`config.mk`:
```
export PLATFORM = sky130hd
export DESIGN_NAME = mss_master_sync
export DESIGN_NICKNAME = d
export VERILOG_FILES = /design/src/rtl/mss_pkg.sv /design/src/rtl/mss_pixel_timer.sv /design/src/rtl/mss_line_timer.sv /design/src/rtl/mss_sync_decode.sv /design/src/rtl/mss_master_sync.sv
export SDC_FILE = /design/constraint.sdc
export NUM_CORES = 1
export LEC_CHECK = 0
export BUFFER_PORTS_ARGS = -buffer_cell sky130_fd_sc_hd__buf_2
export CAP_MARGIN = 20
export CORE_MARGIN = 2
export CORE_UTILIZATION = 40
export DETAILED_ROUTE_END_ITERATION = 12
export SYNTH_ARGS = -nofsm -noshare
export SYNTH_HDL_FRONTEND = slang
export SYNTH_SLANG_ARGS = --single-unit
```
`constraint.sdc`:
```
create_clock -name clk -period 5.4 [get_ports clk]
set_input_delay 0.27 -clock clk [delete_from_list [all_inputs] [get_ports clk]]
set_output_delay 0.27 -clock clk [all_outputs]
set_load 0.02 [all_outputs]
```
`src/rtl/mss_pkg.sv`:
```
package mss_pkg;

    typedef enum logic {
        STD_525 = 1'b0,
        STD_625 = 1'b1
    } line_std_e;

    localparam int SEQ_W = 3;

    typedef struct packed {
        logic             hs_n;
        logic             vs_n;
        logic             frame_start;
        logic [SEQ_W-1:0] field_seq;
    } sync_out_t;

    localparam sync_out_t SYNC_IDLE = '{hs_n: 1'b1, vs_n: 1'b1, frame_start: 1'b0, field_seq: '0};

    function automatic int max2(input int a, input int b);
        return (a > b) ? a : b;
    endfunction

    // frame boundary: every 4 fields for 525-line, every 8 for 625-line
    function automatic logic is_frame_field(input line_std_e std, input logic [SEQ_W-1:0] seq);
        if (std == STD_625) return (seq == '0);
        return (seq[1:0] == 2'b00);
    endfunction

endpackage

```
`src/rtl/mss_pixel_timer.sv`:
```
module mss_pixel_timer
    import mss_pkg::*;
#(
    parameter int PIX_525 = 858,
    parameter int PIX_625 = 864,
    localparam int HW = $clog2(max2(PIX_525, PIX_625) + 1)
) (
    input  logic          clk,
    input  logic          rst,
    input  logic          hold,
    input  line_std_e     std,
    output logic [HW-1:0] hcnt,
    output logic          phase,
    output logic          line_end
);

    localparam logic [HW-1:0] TOT_A = HW'(PIX_525);
    localparam logic [HW-1:0] TOT_B = HW'(PIX_625);
    localparam logic [HW-1:0] ONE   = HW'(1);

    logic [HW-1:0] htot;

    always_comb begin
        htot     = (std == STD_625) ? TOT_B : TOT_A;
        line_end = phase && (hcnt >= htot);
    end

    always_ff @(posedge clk) begin
        if (rst || hold) begin
            phase <= 1'b0;
            hcnt  <= ONE;
        end else begin
            phase <= ~phase;
            if (phase) begin
                hcnt <= (hcnt >= htot) ? ONE : hcnt + ONE;
            end
        end
    end

    // counter stays inside 1..line length
    a_r2_hcnt_range: assert property (@(posedge clk) disable iff (rst)
        (hcnt >= ONE) && (hcnt <= htot));

    // no advance on the first clock of a pixel pair
    a_r2_pair_step: assert property (@(posedge clk) disable iff (rst)
        (!phase && !hold && !rst) |=> $stable(hcnt));

endmodule

```
`src/rtl/mss_line_timer.sv`:
```
module mss_line_timer
    import mss_pkg::*;
#(
    parameter int FIELD_525 = 262,
    parameter int FIELD_625 = 312,
    localparam int VW = $clog2(max2(FIELD_525, FIELD_625) + 2)
) (
    input  logic             clk,
    input  logic             rst,
    input  logic             hold,
    input  line_std_e        std,
    input  logic             line_end,
    output logic [VW-1:0]    vcnt,
    output logic [SEQ_W-1:0] seq
);

    localparam logic [VW-1:0] BASE_A = VW'(FIELD_525);
    localparam logic [VW-1:0] BASE_B = VW'(FIELD_625);
    localparam logic [VW-1:0] ONE    = VW'(1);

    logic [VW-1:0] flen;
    logic          field_end;

    always_comb begin
        // short field at even index, long field at odd index
        flen      = ((std == STD_625) ? BASE_B : BASE_A) + VW'(seq[0]);
        field_end = line_end && (vcnt >= flen);
    end

    always_ff @(posedge clk) begin
        if (rst || hold) begin
            vcnt <= ONE;
            seq  <= '0;
        end else if (line_end) begin
            if (field_end) begin
                vcnt <= ONE;
                seq  <= seq + SEQ_W'(1);
            end else begin
                vcnt <= vcnt + ONE;
            end
        end
    end

    // line counter inside 1..field length
    a_r4_vcnt_range: assert property (@(posedge clk) disable iff (rst)
        (vcnt >= ONE) && (vcnt <= flen));

    // field index steps by one at the field boundary
    a_r4_seq_step: assert property (@(posedge clk) disable iff (rst)
        (field_end && !hold && !rst) |=> (seq == $past(seq) + SEQ_W'(1)) && (vcnt == ONE));

    // field index only moves at a field boundary
    a_r4_seq_quiet: assert property (@(posedge clk) disable iff (rst)
        (!field_end && !hold && !rst) |=> $stable(seq));

endmodule

```
`src/rtl/mss_sync_decode.sv`:
```
module mss_sync_decode
    import mss_pkg::*;
#(
    parameter int PIX_525     = 858,
    parameter int PIX_625     = 864,
    parameter int HSYNC_PIX   = 63,
    parameter int FIELD_525   = 262,
    parameter int FIELD_625   = 312,
    parameter int VS_HALF_525 = 6,
    parameter int VS_HALF_625 = 5,
    localparam int HW = $clog2(max2(PIX_525, PIX_625) + 1),
    localparam int VW = $clog2(max2(FIELD_525, FIELD_625) + 2)
) (
    input  logic             clk,
    input  logic             rst,
    input  logic             hold,
    input  line_std_e        std,
    input  logic             field_flag_en,
    input  logic [HW-1:0]    hcnt,
    input  logic             phase,
    input  logic [VW-1:0]    vcnt,
    input  logic [SEQ_W-1:0] seq,
    output sync_out_t        sync_q
);

    localparam logic [HW-1:0] HALF_A = HW'(PIX_525 / 2);
    localparam logic [HW-1:0] HALF_B = HW'(PIX_625 / 2);
    localparam logic [HW-1:0] HS_END = HW'(HSYNC_PIX);
    localparam logic [VW:0]   LEN_A  = (VW+1)'(VS_HALF_525);
    localparam logic [VW:0]   LEN_B  = (VW+1)'(VS_HALF_625);

    logic [HW-1:0] half;
    logic [VW:0]   half_idx;
    logic [VW:0]   vs_first;
    logic [VW:0]   vs_last;
    logic          hs_act;
    logic          vs_act;
    logic          frame_hit;
    sync_out_t     sync_d;

    always_comb begin
        half      = (std == STD_625) ? HALF_B : HALF_A;
        // position in half-lines from the top of the field
        half_idx  = {vcnt - VW'(1), 1'b0} + (VW+1)'(hcnt > half);
        // odd-index fields start vertical sync half a line late
        vs_first  = (VW+1)'(seq[0]);
        vs_last   = vs_first + ((std == STD_625) ? LEN_B : LEN_A);
        vs_act    = (half_idx >= vs_first) && (half_idx < vs_last);
        hs_act    = (hcnt <= HS_END);
        frame_hit = !phase && (hcnt == HW'(1)) && (vcnt == VW'(1)) && is_frame_field(std, seq);

        sync_d.hs_n        = ~hs_act;
        sync_d.vs_n        = field_flag_en ? ~seq[0] : ~vs_act;
        sync_d.frame_start = frame_hit;
        sync_d.field_seq   = seq;
    end

    always_ff @(posedge clk) begin
        if (rst) begin
            sync_q <= SYNC_IDLE;
        end else if (hold) begin
            sync_q.frame_start <= 1'b0;
        end else begin
            sync_q <= sync_d;
        end
    end

    // reset drives idle levels
    a_r1_idle: assert property (@(posedge clk)
        rst |=> (sync_q.hs_n && sync_q.vs_n && !sync_q.frame_start && (sync_q.field_seq == '0)));

    // sleep freezes both sync pins and the field index
    a_r9_freeze: assert property (@(posedge clk) disable iff (rst)
        (hold && !rst) |=> ($stable(sync_q.hs_n) && $stable(sync_q.vs_n)
                            && $stable(sync_q.field_seq) && !sync_q.frame_start));

    // frame pulse lasts one clock
    a_r8_single: assert property (@(posedge clk) disable iff (rst)
        sync_q.frame_start |=> !sync_q.frame_start);

    // field flag follows the parity of the field index
    a_r7_flag: assert property (@(posedge clk) disable iff (rst)
        (field_flag_en && !hold && !rst) |=> (sync_q.vs_n == ~$past(seq[0])));

    // horizontal sync low at pixel 1 of every line
    a_r3_line_head: assert property (@(posedge clk) disable iff (rst)
        ((hcnt == HW'(1)) && !hold && !rst) |=> !sync_q.hs_n);

endmodule

```
`src/rtl/mss_master_sync.sv`:
```
module mss_master_sync
    import mss_pkg::*;
#(
    parameter int PIX_525     = 858,
    parameter int PIX_625     = 864,
    parameter int HSYNC_PIX   = 63,
    parameter int FIELD_525   = 262,
    parameter int FIELD_625   = 312,
    parameter int VS_HALF_525 = 6,
    parameter int VS_HALF_625 = 5
) (
    input  logic       clk,
    input  logic       rst,
    input  logic       sleep,
    input  logic       std_625,
    input  logic       field_flag_en,
    output logic       hsync_n,
    output logic       vsync_n,
    output logic [2:0] field_seq,
    output logic       frame_start
);

    localparam int HW = $clog2(max2(PIX_525, PIX_625) + 1);
    localparam int VW = $clog2(max2(FIELD_525, FIELD_625) + 2);

    line_std_e        std;
    logic [HW-1:0]    hcnt;
    logic             phase;
    logic             line_end;
    logic [VW-1:0]    vcnt;
    logic [SEQ_W-1:0] seq;
    sync_out_t        sync_q;

    assign std = line_std_e'(std_625);

    mss_pixel_timer #(
        .PIX_525 (PIX_525),
        .PIX_625 (PIX_625)
    ) u_pix (
        .clk      (clk),
        .rst      (rst),
        .hold     (sleep),
        .std      (std),
        .hcnt     (hcnt),
        .phase    (phase),
        .line_end (line_end)
    );

    mss_line_timer #(
        .FIELD_525 (FIELD_525),
        .FIELD_625 (FIELD_625)
    ) u_line (
        .clk      (clk),
        .rst      (rst),
        .hold     (sleep),
        .std      (std),
        .line_end (line_end),
        .vcnt     (vcnt),
        .seq      (seq)
    );

    mss_sync_decode #(
        .PIX_525     (PIX_525),
        .PIX_625     (PIX_625),
        .HSYNC_PIX   (HSYNC_PIX),
        .FIELD_525   (FIELD_525),
        .FIELD_625   (FIELD_625),
        .VS_HALF_525 (VS_HALF_525),
        .VS_HALF_625 (VS_HALF_625)
    ) u_dec (
        .clk           (clk),
        .rst           (rst),
        .hold          (sleep),
        .std           (std),
        .field_flag_en (field_flag_en),
        .hcnt          (hcnt),
        .phase         (phase),
        .vcnt          (vcnt),
        .seq           (seq),
        .sync_q        (sync_q)
    );

    assign hsync_n     = sync_q.hs_n;
    assign vsync_n     = sync_q.vs_n;
    assign field_seq   = sync_q.field_seq;
    assign frame_start = sync_q.frame_start;

endmodule

```
==> results.json, run 1 <==
{
  "chipWidth_microns": 73.2,
  "floorplan.die.height_microns": 73.2,
  "worst_setup_path_startpoint": "u_pix.hcnt[4]$_SDFFE_PP0P_",
  "fmaxAchievable_mhz": 386,
  "number_of_antenna_violations_at_the_first_check_in_global_routing": 0,
  "timing_max_transition_violations_final": 0,
  "gr-total-overflow": 0,
  "worst_clock_skew_ns": 0.00820,
  "hold_class": "in -> reg",
  "post_cts_resized": 0,
  "initial_core_util_pct": 41.1,
  "yosys_most_used_dff": "sky130_fd_sc_hd__dfxtp_1",
  "fin_total_pwr_mw": 0.479,
  "synth_area_sq_mm": 0.00192,
  "postCtsHoldBufs": 0,
  "data_arrival_time_of_the_worst_path_ns": 2.80,
  "postRouteAntennaNets": 0,
  "cts.path.max_buffers": 2,
  "syn-mean-instance-area_sq_um": 8.75,
  "layout-area-overhead-vs-synth_pct": 10.3,
  "cell_at_the_root_of_the_clock_tree": "sky130_fd_sc_hd__clkbuf_8",
  "setup-tns-final_ns": 0,
  "ys_top_cells_by_area": "sky130_fd_sc_hd__dfxtp_1 30%, sky130_fd_sc_hd__ha_1 16%, sky130_fd_sc_hd__nor2_1 4.5%",
  "maxCapViolations": 0,
  "endpoint_of_the_most_critical_register_to_register_path": "u_dec.sync_q[4]$_SDFFE_PP1N_",
  "r2r-start": "u_pix.hcnt[4]$_SDFFE_PP0P_",
  "postSynthCellCount": 219,
  "avgRoutedWirePerCell_microns": 14.6,
  "insertion_delay_ns": 0.28,
  "power_per_cell_area_mw_per_mm2": 227,
  "antennaDiodeCount": 0,
  "criticalPathCategory": "reg -> reg",
  "kind_of_cell_adding_the_most_delay_to_the_critical_path": "compound AO/OA/AOI/OAI gates",
  "drt_wl_total_mm": 4.18,
  "slowest_stage": "sky130_fd_sc_hd__dfxtp_1",
  "fp-row-count": 25,
  "placed_cell_area_sq_mm": 0.00200,
  "postSynth.asyncResetShare_pct": 0,
  "drc_errors": 0,
  "timing_hold_violations_final": 0,
  "preCtsSetupSlack_ns": 2.58,
  "dp_cells": 278,
  "postCtsSetupRepairBufs": 0,
  "synth.top_cell.area_share_pct": 30.3,
  "post_synth_edffs": 0,
  "destination_of_the_critical_timing_path": "u_dec.sync_q[4]$_SDFFE_PP1N_",
  "fin_nets": 261,
  "ff2ff_setup_slack_ns": 2.81,
  "drt-pass1-iter-count": 5,
  "netlist.top_cell.by_area": "sky130_fd_sc_hd__dfxtp_1",
  "cts_tree": "done",
  "ff_latch_count_synth": 29,
  "critical_path.max_fanout": 7,
  "peakVddDrop_mv": 0.101,
  "finalNonFillerCells": 286,
  "rsz0062_at_grt": "false",
  "finalCritPeriodShare_pct": 47.9,
  "global_route.usage.total_pct": 17.8,
  "final_design_area_no_fill_sq_mm": 0.00211,
  "ys_seq_area_share_pct": 30.3,
  "cpPeakStageDelay_ns": 0.48,
  "clkTransAtPathRegs_ns": 0.06,
  "io_pins": 11,
  "netlist-cell-type-count": 49,
  "grt_start_max_net_pins": 10,
  "critPathRequiredTime_ns": 5.61,
  "gp_congestion": 0.835,
  "warnings_from_yosys": 0,
  "numClockSinks": 29,
  "setup_slack_ns": 2.81,
  "leakage_component_of_the_power_nw": 0.824,
  "synth_fp_nets": 249,
  "critical_path_depth": 10,
  "buffer_and_inverter_count_on_the_worst_path": 0,
  "status": "completed",
  "core-area_sq_mm": 0.00466,
  "port_buffers": 10,
  "crit_chain": "ha_1 -> and3_1 -> a221oi_1 -> a311oi_1 -> a311oi_1 -> ha_1 -> nand4b_1 -> o2bb2ai_1 -> nor4_1 -> o22ai_1",
  "final_layout_size_suffix_gt1_share_pct": 12.1,
  "die_area_sq_mm": 0.00536,
  "cp_launch_type": "flip-flop",
  "dpl.hpwl_mm": 3.12,
  "cts_buffers": 5,
  "htree_levels": 2,
  "cp-end-kind": "flip-flop",
  "drtIter0Drc": 69,
  "grt_pass1_wl_mm": 7.33,
  "worst_pin_slew_ns": 0.640,
  "vias": 1560,
  "min_delay_path_depth": 2,
  "routed_via_density": 5.45,
  "first_global_vias": 1553,
  "fin_crit_period_ns": 2.59,
  "min_from": "rst",
  "setup_viol_count_final": 0,
  "worst_r2r_path_depth": 10,
  "relSlewSlack_pct": 56.7
}
synth_stat cells, drive strengths merged (2+ instances only):
cell type  instances
a211oi             2
a21o               2
a21oi             14
a311oi             2
and3               2
buf                4
dfxtp             29
ha                25
inv               16
mux2i              5
nand2             13
nand2b             5
nand3              9
nand4              4
nand4b             2
nor2              23
nor2b              2
nor3               2
nor4               3
o211ai             3
o21ai             10
o22ai              3
o31ai              4
or3                2
or3b               2
or4                5
xnor2              7
xor2               7
through the flow:
stage / util (%) / hold WS, ns
finish: 45.4 / 0.242
CTS: 45.4 / 0.239
floorplan: - / 0.342
global placement: 42.9 / 0.459
global route: 45.4 / 0.234
detailed placement: 42.9 / 0.469
cell type report:
cell class | count | area (sq um)
Fill cell | 463 | 2550
Sequential cell | 29 | 581
Clock buffer | 7 | 86.3
Inverter | 16 | 60.1
Timing Repair Buffer | 10 | 50.0
Clock inverter | 1 | 30.0
Tap cell | 54 | 67.6
Multi-Input combinational cell | 169 | 1240
per-layer routing:
layer / track usage, % / routed length, microns
met4: 8.02 / 71
met1: 24.6 / 2140
met2: 26.2 / 1820
met5: 0 / 0
met3: 4.14 / 144
flip-flops by register name, indices dropped and copies added (netlist names):
name	count
u_pix.hcnt	10
u_line.seq	3
u_pix.phase	1
u_line.vcnt	9
u_dec.sync_q	6
worst min path at each step:
stage / endpoint
floorplan: u_dec.sync_q[0]$_SDFFE_PP0N_
global placement: u_dec.sync_q[5]$_SDFFE_PP1N_
detailed placement: u_dec.sync_q[5]$_SDFFE_PP1N_
CTS: u_dec.sync_q[1]$_SDFFE_PP0N_
global route: u_dec.sync_q[2]$_SDFFE_PP0N_
finish: u_dec.sync_q[0]$_SDFFE_PP0N_
power by group:
part           internal, mW  switching [mW]
Sequential            0.216         0.00245
Combinational        0.0108          0.0177
Clock                 0.150          0.0818
Total                 0.377           0.102
cells by family after synthesis:
family	share of synthesized area, %
adders and majority gates	16.3
buffers and inverters	5.03
muxes	3.20
and+or+nand+nor	20.6
xor gates and xnor gates	6.40
AOI/OAI and AO/OA	18.1
DFF	30.3
cells in the final DEF, fill, tap and decap left out, drive strengths merged, types with 2 or more instances in the layout:
cell,instances
buf,10
nand2b,5
a21oi,14
o22ai,3
xor2,7
and3,2
ha,25
clkbuf,7
dfxtp,29
o21ai,10
nor2,23
nor3,2
nand2,13
nand4,4
a311oi,2
mux2i,5
o31ai,4
nor4,3
nor2b,2
a211oi,2
or4,5
or3b,2
inv,16
nand3,9
o211ai,3
xnor2,7
a21o,2
or3,2
nand4b,2
(Power assumes the default switching activity.)
==> run 2: changes to the inputs <==
--- a/config.mk
+++ b/config.mk
@@ -5,6 +5,7 @@
 export SDC_FILE = /design/constraint.sdc
 export NUM_CORES = 1
 export LEC_CHECK = 0
+export ABC_AREA = 1
 export BUFFER_PORTS_ARGS = -buffer_cell sky130_fd_sc_hd__buf_2
 export CAP_MARGIN = 20
 export CORE_MARGIN = 2
==> constraint.sdc (replaced) <==
create_clock -name clk -period 2.2 [get_ports clk]
set_input_delay 0.11 -clock clk [delete_from_list [all_inputs] [get_ports clk]]
set_output_delay 0.11 -clock clk [all_outputs]
set_load 0.02 [all_outputs]
==> run 2 against run 1 <==
Effect of this change:
- setup slack got worse by 2.6 ns
- critical path depth increased by 4
- clock power increased by 76%
- final cell count increased by 35%
- non-clock buffer count increased by 14
- clock skew decreased by 0.0016 ns
- global-route usage increased by 0.75 points
- area after synthesis increased by 12%
- power increased by 120%
- first-iteration DRC count increased by 55%
- register-to-register slack got worse by 2.6 ns
- critical path type unchanged
- highest routed layer unchanged
==> results.json, run 2 <==
{
  "status": "completed",
  "io_pins": 11,
  "maxCapViolations": 0,
  "post_synth_top_cells": "58 x sky130_fd_sc_hd__nand2_1, 35 x sky130_fd_sc_hd__nor2_1, 33 x sky130_fd_sc_hd__inv_1",
  "netlist-cell-type-count": 38,
  "final_cell_mix": "58 x sky130_fd_sc_hd__nand2_1, 35 x sky130_fd_sc_hd__nor2_1, 33 x sky130_fd_sc_hd__inv_1, 28 x sky130_fd_sc_hd__dfxtp_1, 25 x sky130_fd_sc_hd__ha_1",
  "worst_setup_path_startpoint": "u_pix.hcnt[0]$_SDFFE_PP1P_",
  "worst_pin_slew_ns": 0.430,
  "worst_r2r_path_depth": 14,
  "rsz0062_at_grt": "false",
  "drtIter0Drc": 107,
  "final_layout_size_suffix_gt1_share_pct": 18.0,
  "timing_hold_violations_final": 0,
  "criticalPathCategory": "reg -> reg",
  "data_arrival_time_of_the_worst_path_ns": 2.20,
  "critical_path.max_fanout": 6,
  "setup_viol_count_final": 0,
  "cp-end-kind": "flip-flop",
  "dpl.hpwl_mm": 3.85,
  "grt_pass1_wl_mm": 8.85,
  "power.clock.fraction_pct": 39.2,
  "endpoint_of_the_most_critical_register_to_register_path": "u_dec.sync_q[4]$_SDFFE_PP1N_",
  "drt-pass1-iter-count": 4,
  "drc_errors": 0,
  "relSlewSlack_pct": 71.1,
  "synth.top_cell.area_share_pct": 27.0,
  "layout_top_registers": "u_pix.hcnt: 10 flops, u_line.vcnt: 9 flops, u_dec.sync_q: 6 flops",
  "fin_total_pwr_mw": 1.05,
  "power.share.switching_pct": 25.8,
  "final_common_cell": "sky130_fd_sc_hd__nand2_1",
  "grt_start_max_net_pins": 15,
  "yosys_most_used_dff": "sky130_fd_sc_hd__dfxtp_1",
  "insertion_delay_ns": 0.28,
  "cts_tree": "done",
  "buffer_and_inverter_count_on_the_worst_path": 1,
  "n_fill_cell": 557,
  "multiInputGateArea_sq_mm": 0.00138,
  "cts.path.max_buffers": 2,
  "kind_of_cell_adding_the_most_delay_to_the_critical_path": "simple AND/OR/NAND/NOR gates",
  "seqCellArea_sq_um": 582,
  "r2r-start": "u_pix.hcnt[0]$_SDFFE_PP1P_",
  "leakage_component_of_the_power_nw": 1.10,
  "gr-total-overflow": 0,
  "synth_fp_nets": 322,
  "finalCritPeriodShare_pct": 89.3,
  "post_synth_edffs": 0,
  "fmaxAchievable_mhz": 509,
  "postSynth.asyncResetShare_pct": 0,
  "netlist.top_cell.by_area": "sky130_fd_sc_hd__dfxtp_1",
  "core-area_sq_mm": 0.00514,
  "peakVddDrop_mv": 0.325,
  "power_frac_seq_pct": 51.6,
  "critical_path_depth": 14,
  "ys_seq_area_share_pct": 27.0,
  "setup-tns-final_ns": 0,
  "top_register": "u_pix.hcnt",
  "postSynthCellCount": 292,
  "layout-area-overhead-vs-synth_pct": 12.6,
  "pwr-share-comb_pct": 9.2,
  "most_frequent_cell_on_the_critical_path": "sky130_fd_sc_hd__nand2_1",
  "ys_top_cells_by_area": "sky130_fd_sc_hd__dfxtp_1 27%, sky130_fd_sc_hd__ha_1 15%, sky130_fd_sc_hd__nand2_1 10%",
  "timing_max_transition_violations_final": 0,
  "postLayoutCoreUtil_pct": 47.1,
  "avgRoutedWirePerCell_microns": 12.7,
  "crit_chain": "inv_2 -> ha_1 -> nand2_1 -> nor3_1 -> nand4_1 -> nand2_1 -> ha_1 -> nor2_1 -> nand4_1 -> nand3_1 -> nor2_1 -> nand2_1 -> nand2_1 -> nand2_1",
  "fp-row-count": 26,
  "first_global_vias": 1862,
  "destination_of_the_critical_timing_path": "u_dec.sync_q[4]$_SDFFE_PP1N_",
  "critPathRequiredTime_ns": 2.43,
  "slowest_stage": "sky130_fd_sc_hd__dfxtp_1",
  "power_per_cell_area_mw_per_mm2": 432,
  "routed_via_density": 5.00,
  "fin_nets": 347,
  "chipWidth_microns": 77.3,
  "synth_area_sq_mm": 0.00215,
  "global_route.usage.total_pct": 18.6,
  "cp_launch_type": "flip-flop",
  "floorplan.die.height_microns": 77.3,
  "die_area_sq_mm": 0.00598,
  "clkTransAtPathRegs_ns": 0.07,
  "htree_levels": 2,
  "gp_congestion": 0.801,
  "warnings_from_yosys": 0,
  "port_buffers": 10,
  "switching_power_mw": 0.270,
  "ff_latch_count_synth": 29,
  "syn-mean-instance-area_sq_um": 7.36,
  "initial_core_util_pct": 41.8,
  "numClockSinks": 29,
  "flip_flop_count_of_the_largest_register_all_copies_and_words_added": 10,
  "vias": 1930,
  "postCtsSetupRepairBufs": 0,
  "cts_buffers": 5,
  "postRouteAntennaNets": 0,
  "cell_at_the_root_of_the_clock_tree": "sky130_fd_sc_hd__clkbuf_8",
  "fin_crit_period_ns": 1.96,
  "antennaDiodeCount": 0,
  "ff2ff_setup_slack_ns": 0.24,
  "yosys.cell_count.top_type": "sky130_fd_sc_hd__nand2_1",
  "worst_clock_skew_ns": 0.00659,
  "number_of_antenna_violations_at_the_first_check_in_global_routing": 0,
  "p_int_mw": 0.775,
  "drt_wl_total_mm": 4.90,
  "cpPeakStageDelay_ns": 0.45,
  "hold_class": "in -> reg"
}
==> run 2: cell types whose count changed in the layout (fill, tap and decap cells not counted), sizes merged, moves of 3 or more <==
cell,previous run,this run
nand2,13,62
or4,5,0
o31ai,4,1
nand2b,5,0
inv,16,39
xnor2,7,2
nor3,2,15
nor2,23,36
nand4,4,11
mux2i,5,0
nand3,9,19
buf,10,24
==> run 2: cell families (layout without fill, tap and decap cells) <==
family / count (synthesis) / count (layout) / share of synthesized area (%)
and+or+nand+nor: 150 / 150 / 36.1
buffers and inverters: 45 / 69 / 9.37
AOI/OAI and AO/OA: 36 / 36 / 10.1
DFF: 29 / 29 / 27.0
adders and majority gates: 25 / 25 / 14.6
xor gates and xnor gates: 7 / 7 / 2.85
==> run 2: cell type report <==
type	count	area share (%)
clock buffers	5	2.84
repair buffers	24	6.41
well taps	70	3.62
inverters	39	6.05
flip-flops and latches	29	24.0
multi-input cells	218	56.8
clock inverters	1	0.207
==> run 2: worst min-delay path by stage <==
| stage | startpoint | end | slack, ns | cells past startpoint |
|---|---|---|---|---|
| floorplan | rst | u_dec.sync_q[0]$_SDFFE_PP0N_ | 0.19 | 1 |
| detailed placement | rst | u_dec.sync_q[0]$_SDFFE_PP0N_ | 0.36 | 2 |
| global route | rst | u_dec.sync_q[2]$_SDFFE_PP0N_ | 0.09 | 2 |
| global placement | rst | u_dec.sync_q[0]$_SDFFE_PP0N_ | 0.36 | 2 |
| CTS | rst | u_dec.sync_q[0]$_SDFFE_PP0N_ | 0.06 | 2 |
| finish | rst | u_dec.sync_q[0]$_SDFFE_PP0N_ | 0.07 | 2 |
==> run 2: power groups by stage <==
stage          registers [mW]  logic (mW)  clock network (mW)
4_1_cts                 0.539      0.0972               0.431
3_5_place_dp            0.551      0.0968                   0
6_report                0.539      0.0966               0.409
2_1_floorplan           0.558      0.0550                   0
5_1_grt                 0.539       0.112               0.454
3_3_place_gp            0.551      0.0968                   0
==> run 2: what timing repair did <==
action	4_1_cts	5_1_grt
endpoints found under the hold margin	0	0
resized for setup	0	2
setup endpoints to repair	0	1
hold buffers	0	0
==> run 2: worst reg2reg max path: stages, from the launching register on <==
cell	delay (ns)
sky130_fd_sc_hd__dfxtp_1	0.45
sky130_fd_sc_hd__inv_2	0.07
sky130_fd_sc_hd__ha_1	0.28
sky130_fd_sc_hd__nand2_1	0.05
sky130_fd_sc_hd__nor3_1	0.15
sky130_fd_sc_hd__nand4_1	0.10
sky130_fd_sc_hd__nand2_1	0.11
sky130_fd_sc_hd__ha_1	0.23
sky130_fd_sc_hd__nor2_1	0.10
sky130_fd_sc_hd__nand4_1	0.10
sky130_fd_sc_hd__nand3_1	0.10
sky130_fd_sc_hd__nor2_1	0.04
sky130_fd_sc_hd__nand2_1	0.06
sky130_fd_sc_hd__nand2_1	0.04
sky130_fd_sc_hd__nand2_1	0.05
==> run 2: routing by layer <==
| metal | vias up | routed length (microns) | track usage, % |
|---|---|---|---|
| li1 | 1025 | - | - |
| met1 | 852 | 2500 | 25.6 |
| met2 | 46 | 2120 | 29.1 |
| met3 | 7 | 220 | 4.00 |
| met4 | 0 | 68 | 5.36 |
| met5 | - | 0 | 0 |
==> run 2: per-stage QoR <==
stage                     cells  setup WS [ns]  hold WS (ns)  area (sq um)
after detailed placement    380          0.168         0.365          2340
after global placement      380          0.223         0.363          2340
final                       386          0.236        0.0746          2420
after floorplan             292          0.256         0.188          2150
after CTS                   386          0.157        0.0580          2410
after global routing        386        0.00643        0.0921          2420
